**src/rtl/msg_sched_pkg.sv**
```systemverilog
package msg_sched_pkg;
  localparam int WORD_W    = 32;
  localparam int WIN_DEPTH = 16;
  localparam int BLK_W     = WORD_W * WIN_DEPTH;
  localparam int TAP_BASE  = 0;
  localparam int TAP_LO    = 1;
  localparam int TAP_MID   = 9;
  localparam int TAP_HI    = 14;

  typedef logic [WORD_W-1:0] word_t;
  typedef logic [WIN_DEPTH-1:0][WORD_W-1:0] win_t;

  function automatic word_t rot_right(word_t x, int unsigned n);
    logic [2*WORD_W-1:0] dbl;
    dbl = {x, x} >> n;
    return dbl[WORD_W-1:0];
  endfunction

  function automatic word_t small_sigma_lo(word_t x);
    return rot_right(x, 7) ^ rot_right(x, 18) ^ (x >> 3);
  endfunction

  function automatic word_t small_sigma_hi(word_t x);
    return rot_right(x, 17) ^ rot_right(x, 19) ^ (x >> 10);
  endfunction
endpackage

```
**src/rtl/sched_sigma.sv**
```systemverilog
module sched_sigma
  import msg_sched_pkg::*;
#(
  parameter bit HIGH = 1'b0
) (
  input  word_t x_i,
  output word_t y_o
);
  generate
    if (HIGH) begin : g_hi
      assign y_o = small_sigma_hi(x_i);
    end else begin : g_lo
      assign y_o = small_sigma_lo(x_i);
    end
  endgenerate
endmodule

```
**src/rtl/sched_sum.sv**
```systemverilog
module sched_sum
  import msg_sched_pkg::*;
(
  input  word_t base_i,
  input  word_t lo_sig_i,
  input  word_t mid_i,
  input  word_t hi_sig_i,
  output word_t part_o,
  output word_t sum_o
);
  // stage one: three operands share one carry chain
  assign part_o = base_i + lo_sig_i + mid_i;
  // stage two: late sigma-1 term joins last
  assign sum_o  = part_o + hi_sig_i;
endmodule

```
**src/rtl/sched_window.sv**
```systemverilog
module sched_window
  import msg_sched_pkg::*;
(
  input  logic  clk,
  input  logic  rst_n,
  input  logic  load_i,
  input  logic  adv_i,
  input  win_t  blk_i,
  input  word_t top_i,
  output win_t  slots_o
);
  genvar k;
  generate
    for (k = 0; k < WIN_DEPTH; k++) begin : g_slot
      word_t q;
      word_t shift_in;
      if (k == WIN_DEPTH - 1) begin : g_top
        assign shift_in = top_i;
      end else begin : g_mid
        assign shift_in = slots_o[k+1];
      end
      always_ff @(posedge clk) begin
        if (!rst_n)      q <= '0;
        else if (load_i) q <= blk_i[k];
        else if (adv_i)  q <= shift_in;
      end
      assign slots_o[k] = q;
    end
  endgenerate
endmodule

```
**src/rtl/msg_sched_stage.sv**
```systemverilog
module msg_sched_stage
  import msg_sched_pkg::*;
(
  input  logic             clk,
  input  logic             rst_n,
  input  logic             load_i,
  input  logic             adv_i,
  input  logic [BLK_W-1:0] blk_i,
  output logic [WORD_W-1:0] cur_word_o,
  output logic [BLK_W-1:0] window_o
);
  win_t  blk_w;
  win_t  slots;
  word_t lo_sig;
  word_t hi_sig;
  word_t part_sum;
  word_t next_word;

  assign blk_w = blk_i;

  sched_window u_win (
    .clk    (clk),
    .rst_n  (rst_n),
    .load_i (load_i),
    .adv_i  (adv_i),
    .blk_i  (blk_w),
    .top_i  (next_word),
    .slots_o(slots)
  );

  sched_sigma #(.HIGH(1'b0)) u_sig_lo (.x_i(slots[TAP_LO]), .y_o(lo_sig));
  sched_sigma #(.HIGH(1'b1)) u_sig_hi (.x_i(slots[TAP_HI]), .y_o(hi_sig));

  sched_sum u_sum (
    .base_i  (slots[TAP_BASE]),
    .lo_sig_i(lo_sig),
    .mid_i   (slots[TAP_MID]),
    .hi_sig_i(hi_sig),
    .part_o  (part_sum),
    .sum_o   (next_word)
  );

  assign cur_word_o = slots[TAP_BASE];
  assign window_o   = slots;
endmodule

```
**config.mk**
```make
export PLATFORM = sky130hd
export DESIGN_NAME = msg_sched_stage
export DESIGN_NICKNAME = d
export VERILOG_FILES = /design/src/rtl/msg_sched_pkg.sv /design/src/rtl/sched_sigma.sv /design/src/rtl/sched_sum.sv /design/src/rtl/sched_window.sv /design/src/rtl/msg_sched_stage.sv
export SDC_FILE = /design/constraint.sdc
export NUM_CORES = 1
export LEC_CHECK = 0
export BUFFER_PORTS_ARGS = -buffer_cell sky130_fd_sc_hd__buf_4
export CAP_MARGIN = 20
export CORE_AREA = 2 2 415 417
export CTS_CLUSTER_SIZE = 40
export DETAILED_ROUTE_END_ITERATION = 10
export DIE_AREA = 0 0 417 419
export SYNTH_ARGS = -nofsm -noshare
export SYNTH_HDL_FRONTEND = slang
export SYNTH_SLANG_ARGS = --single-unit
```
**constraint.sdc**
```tcl
create_clock -name clk -period 4.95 [get_ports clk]
set_clock_uncertainty 0.05 [all_clocks]
set_input_delay 0.495 -clock clk [delete_from_list [all_inputs] [get_ports clk]]
set_output_delay 0.495 -clock clk [all_outputs]
set_load 0.01 [all_outputs]
```
==> results of run 1 <==
path summary, 6_finish.rpt:
path	from	depth (start not counted)	slack [ps]	end
hold / removal	blk_i[449]	3	50	u_win.g_slot[13].shift_in[1]$_SDFFE_PN0P_
setup reg to reg	u_win.g_slot[0].shift_in[21]$_SDFFE_PN0P_	13	620	u_win.g_slot[14].shift_in[15]$_SDFFE_PN0P_
hold reg to reg	u_win.g_slot[10].q[28]$_SDFFE_PN0P_	4	570	u_win.g_slot[8].shift_in[28]$_SDFFE_PN0P_
setup / recovery	u_win.g_slot[0].shift_in[21]$_SDFFE_PN0P_	13	620	u_win.g_slot[14].shift_in[15]$_SDFFE_PN0P_
kinds of logic after synthesis:
logic type                 after synthesis  synth area share [%]
adders and majority gates               93                 5.932
DFF                                    512                 37.32
buffers and inverters                  434                 6.602
xor gates and xnor gates               141                 4.497
muxes                                  437                 15.93
and+or+nand+nor                       1152                 16.24
AOI/OAI and AO/OA                      690                 13.48
report_power, final:
part	switching [mW]	total [mW]	leakage [nW]	internal (mW)
clock network	2.25	5.38	1.17	3.13
registers	0.597	5.00	4.23	4.41
logic	2.72	4.75	14.9	2.03
total	5.57	15.1	20.3	9.57
layout make-up:
type	instances	area share [%]
multi-input combinational	2513	34.63
timing repair buffer	1577	29.52
sequential	512	23.05
tap	2233	6.283
clock buffer	94	4.508
inverter	129	1.109
clock inverter	29	0.7879
antenna	19	0.1069
registers in the layout, summed over array words and instances (netlist names):
signal	cells
u_win.g_slot.shift_in	448
u_win.g_slot.q	64
Yosys cell counts, types with 33 or more instances:
cell type and count:
a21oi_1 526, buf_2 48, buf_4 33, clkbuf_1 199, dfxtp_1 512, fa_1 62
inv_1 128, mux2i_1 437, nand2_1 215, nor2_1 878, o21ai_0 86, xnor2_1 75
xor2_1 66
worst max-delay path, cell delays in order (launching register included):
cell       delay, ps
dfxtp_1          500
xor2_1           130
xnor2_1          320
fa_1             510
fa_1             500
inv_1             50
ha_1             400
a21oi_2          270
o21ai_1          130
a2111o_1         400
o22a_2           280
xnor2_1          160
a2111oi_0        400
a31o_1           150
per-layer routing:
metal / global-route usage [%] / vias to the layer above
li1: - / 14190
met3: 4.990 / 331
met2: 35.03 / 1513
met4: 11.09 / 6
met5: 0 / -
met1: 25.02 / 15070
through the flow:
stage | cells | area, um^2 | setup WS [ps]
after floorplan | 3459 | 27460 | 985.4
after global placement | 6510 | 37520 | 651.9
after detailed placement | 6510 | 37520 | 656.2
after CTS | 7087 | 44420 | 576.2
after global routing | 7100 | 44450 | 290.3
final | 7106 | 44470 | 615.8
repair_timing:
item | 4_1_cts | 5_1_grt
hold buffers | 454 | 0
endpoints found under the setup margin | 0 | 0
resized for setup | 0 | 0
endpoints found under the hold margin | 454 | 0
==> flow_metrics.py, run 1 <==
metrics = {
    "status": {
        "status": "complete, no violations",
    },
    "sta": {
        "holdWs_ps": 53.69,
        "finalSetupViolCount": 0,
        "finalMaxSlewViolations": 0,
        "setup_tns_ps": 0,
        "finalWorstPathRequiredPeriod_ps": 4334,
        "tightest_slew_ps": 1142,
        "final_hold_viol_count": 0,
        "finalCritPeriodShare_pct": 87.56,
        "rsz0062_at_grt": "false",
        "relSlewSlack_pct": 23.88,
        "max_clock_freq_mhz": 230.7,
    },
    "global_route": {
        "grt_usage_pct": 21.03,
        "grt_overflow": 0,
        "antenna_found_initial": 31,
        "grt_pass1_wl_um": 252100,
        "grt_start_max_net_pins": 216,
        "grt_pass1_vias": 29570,
    },
    "cells_and_area": {
        "multiInputGateArea_um2": 15400,
        "final_util_pct": 26.06,
        "drive_gt1_share_pct": 25.75,
        "nets": 5412,
        "fill_cells": 18480,
        "regArea_um2": 10250,
        "syn2layout_area_growth_pct": 61.92,
        "final_cell_mix": "buf_4 (1,110), nor2_1 (878), a21oi_1 (526)",
        "layout_commonest_cell": "buf_4",
    },
    "route": {
        "dr.pass1.iters": 6,
        "vias": 31100,
        "drt-vias-per-instance": 4.377,
        "routedWlPerCell_um": 27.23,
        "highest_layer": "met5",
        "wl_um": 193500,
        "ant_nets": 0,
        "drtIter0Drc": 2849,
        "dr_wl_met3_um": 14940,
        "drt-met1-wl_um": 75210,
        "met2_length_um": 91950,
        "drc": 0,
    },
    "worst_setup_path": {
        "crit_required_ps": 5510,
        "worstSetupPathType": "register to register",
        "critPathMaxFanout": 7,
        "worst_setup_path_end_kind": "register",
        "start_kind": "register",
        "arrival_ps": 4890,
    },
    "logic_synthesis": {
        "synthTopCellsByArea": "dfxtp_1 (37%), mux2i_1 (16%), nor2_1 (12%)",
        "syn_nets": 4068,
        "synth_top_flop_cell": "dfxtp_1",
        "ys_ff_latch": 512,
        "synth_top_area_share_pct": 37.32,
        "ys_seq_area_share_pct": 37.32,
        "synthArstFlopShare_pct": 0,
        "synth_area_um2": 27460,
        "postSynthAreaPerCell_um2": 7.939,
        "yosysTopAreaCell": "dfxtp_1",
        "yosysWarnings": 0,
        "synth_edf_count": 0,
        "yosysUniqueCellTypes": 59,
        "syn_inst": 3459,
    },
    "cts": {
        "path_clk_slew_ps": 60,
        "cts_buffer_depth": 3,
        "clk_latency_ps": 690,
        "postCtsSetupRepairBufs": 0,
        "h-tree-depth": 3,
        "clockRootBuffer": "clkbuf_16",
        "cts_tree": "yes",
        "clock_sinks": 512,
        "cts_buffers": 70,
    },
    "power": {
        "powerDensity_nw_per_um2": 340.3,
        "max-vdd-ir-drop_uv": 267.2,
        "power.leakage_nw": 20.30,
        "power_mw": 15.13,
    },
    "die": {
        "row_count": 152,
        "dieArea_um2": 174700,
        "die_h_um": 419,
        "initial_utilization_pct": 16.10,
        "die_w_um": 417,
        "core_um2": 170600,
        "floorplan.io_pins": 1060,
    },
    "worst_hold_path": {
        "worst_hold_path_type": "input port to register",
    },
    "placement": {
        "dp_hpwl_um": 157400,
        "place_congestion": 0.9675,
        "port_buffers": 1059,
    },
    "flow_run": {
        "cap_violations": 0,
    },
}
Note: power is estimated with default switching activity, not from simulation.
==> inputs of run 2 (changes only) <==
--- a/config.mk
+++ b/config.mk
@@ -11,6 +11,7 @@
 export CTS_CLUSTER_SIZE = 40
 export DETAILED_ROUTE_END_ITERATION = 10
 export DIE_AREA = 0 0 417 419
+export GPL_TIMING_DRIVEN = 0
 export SYNTH_ARGS = -nofsm -noshare
 export SYNTH_HDL_FRONTEND = slang
 export SYNTH_SLANG_ARGS = --single-unit
==> run 2 against run 1 <==
Sequential share of layout area shrank 0.53 points. Via count grew 6.0%. Clock power grew 8.4%. Cell area grew 2.3%. Combinational power grew 2%. Wire length grew 16%. Sequential power grew 1%. Largest power group unchanged.
==> flow_metrics.py, run 2 (synthesis results as in run 1) <==
metrics = {
    "cts": {
        "clock_sinks": 512,
        "cts_buffers": 75,
        "clk_latency_ps": 680,
        "clockRootBuffer": "clkbuf_16",
        "cts_tree": "yes",
        "postCtsSetupRepairBufs": 0,
        "h-tree-depth": 3,
        "path_clk_slew_ps": 60,
        "cts_buffer_depth": 3,
    },
    "placement": {
        "place_congestion": 0.9809,
        "port_buffers": 1057,
        "place_inst": 6753,
        "pre_cts_ws_ps": 75.63,
        "dp_hpwl_um": 188900,
    },
    "die": {
        "die_h_um": 419,
        "floorplan.io_pins": 1060,
        "row_count": 152,
        "dieArea_um2": 174700,
        "initial_utilization_pct": 16.10,
        "die_w_um": 417,
        "core_um2": 170600,
    },
    "route": {
        "routedWlPerCell_um": 30.55,
        "dr.pass1.iters": 5,
        "drc": 0,
        "vias": 32970,
        "drt-vias-per-instance": 4.472,
        "ant_nets": 0,
        "drtIter0Drc": 2937,
        "wl_um": 225200,
    },
    "worst_setup_path": {
        "cp_slowest_cell": "fa_1",
        "crit_required_ps": 5460,
        "rr_worst_depth": 15,
        "critPathMaxFanout": 5,
        "path_cells": "clkbuf_1 > xnor2_1 > fa_1 > fa_1 > inv_1 > ha_1 > inv_1 > fa_1 > nand2b_1 > o2bb2ai_1 > a21oi_2 > a211oi_2 > a2111oi_2 > mux2i_1 > nor2_1",
        "start_kind": "register",
        "crit_family": "adder cells",
        "arrival_ps": 5280,
        "worst_setup_path_end_kind": "register",
        "critPathBufInv": 3,
        "cp.depth": 15,
        "crit_top_cell": "fa_1",
        "critPathMaxStageDelay_ps": 630,
        "worstSetupPathType": "register to register",
    },
    "cells_and_area": {
        "largest_reg_flops": 448,
        "final_cells": 7372,
        "syn2layout_area_growth_pct": 65.71,
        "layout_commonest_cell": "buf_4",
        "drive_gt1_share_pct": 25.23,
        "final_cell_mix": "buf_4 (1,090), nor2_1 (878), a21oi_1 (526)",
        "nets": 5664,
        "fill_cells": 18650,
    },
    "sta": {
        "holdWs_ps": 64.70,
        "setup_tns_ps": 0,
        "finalMaxSlewViolations": 0,
        "finalSetupViolCount": 0,
        "finalCritPeriodShare_pct": 96.40,
        "max_clock_freq_mhz": 209.6,
        "finalWorstPathRequiredPeriod_ps": 4772,
        "rsz0062_at_grt": "false",
        "relSlewSlack_pct": 25.51,
        "final_hold_viol_count": 0,
        "tightest_slew_ps": 1117,
        "worst_slack_ps": 178.0,
    },
    "worst_hold_path": {
        "worst_hold_path_type": "input port to register",
        "min_path_cells": 3,
    },
    "global_route": {
        "grt_usage_pct": 24.68,
        "grt_pass1_vias": 32220,
        "antenna_found_initial": 50,
        "grt_start_max_net_pins": 12,
        "grt_overflow": 0,
        "grt_pass1_wl_um": 291700,
    },
    "status": {
        "status": "complete, no violations",
    },
    "flow_run": {
        "cap_violations": 0,
    },
    "power": {
        "powerDensity_nw_per_um2": 345.4,
        "power.leakage_nw": 20.72,
        "power_mw": 15.72,
        "max-vdd-ir-drop_uv": 222.9,
    },
}
-- run 2: cell count changes in the layout (fill, tap and decap cells not counted), moves of 4 or more --
cell | previous run | this run
buf_1 | 0 | 25
clkbuf_8 | 12 | 16
clkbuf_16 | 72 | 78
clkinv_2 | 14 | 10
buf_4 | 1110 | 1090
clkbuf_1 | 10 | 200
dlygate4sd3_1 | 454 | 458
diode_2 | 19 | 26
clkbuf_2 | 0 | 9
buf_2 | 0 | 48
buf_12 | 11 | 0
-- run 2: timing repair --
| action | 4_1_cts | 5_1_grt |
|---|---|---|
| endpoints found under the hold margin | 458 | 0 |
| setup endpoints to repair | 0 | 8 |
| gates resized for setup | 0 | 13 |
| hold buffers | 458 | 0 |
-- run 2: final timing paths --
check        slack, ps                                         end                                      from
max                180  u_win.g_slot[14].shift_in[25]$_SDFFE_PN0P_  u_win.g_slot[0].shift_in[4]$_SDFFE_PN0P_
min                 60    u_win.g_slot[6].shift_in[1]$_SDFFE_PN0P_                                blk_i[225]
max reg2reg        180  u_win.g_slot[14].shift_in[25]$_SDFFE_PN0P_  u_win.g_slot[0].shift_in[4]$_SDFFE_PN0P_
min reg2reg        590   u_win.g_slot[8].shift_in[26]$_SDFFE_PN0P_       u_win.g_slot[10].q[26]$_SDFFE_PN0P_
-- run 2: through the flow --
stage	utilization, %	area, um^2
after floorplan	-	27460
after global placement	22.39	38190
after detailed placement	22.42	38250
after CTS	26.63	45430
after global routing	26.66	45490
final	26.68	45510
-- run 2: cell type report --
class                   count  area, um^2  share of cell area (%)
diodes                     26       65.06                  0.1430
plain buffers             305        1340                   2.945
clock buffers             104        2210                   4.856
clock inverters            31       385.4                  0.8468
inverters                 129       484.2                   1.064
multi-input cells        2513       15400                   33.84
flip-flops and latches    512       10250                   22.53
well taps                2233        2794                   6.140
repair buffers           1519       12580                   27.64
-- run 2: per-layer routing --
metal / part of all wire (%) / global-route usage, % / vias up / wire [um]
li1: - / - / 14690 / -
met1: 38 / 28.06 / 16150 / 85710
met2: 49 / 42.60 / 1656 / 109700
met3: 6.5 / 5.388 / 460 / 14700
met4: 6.7 / 14.06 / 18 / 15020
met5: 0.043 / 0 / - / 96
-- run 2: power by group --
part,internal (mW),switching (mW)
clock network,3.49,2.33
logic,2.04,2.78
registers,4.41,0.658
-- run 2: worst min-delay path: stages --
cell and delay [ps]:
buf_4 80, a21oi_1 60, nor2_1 110
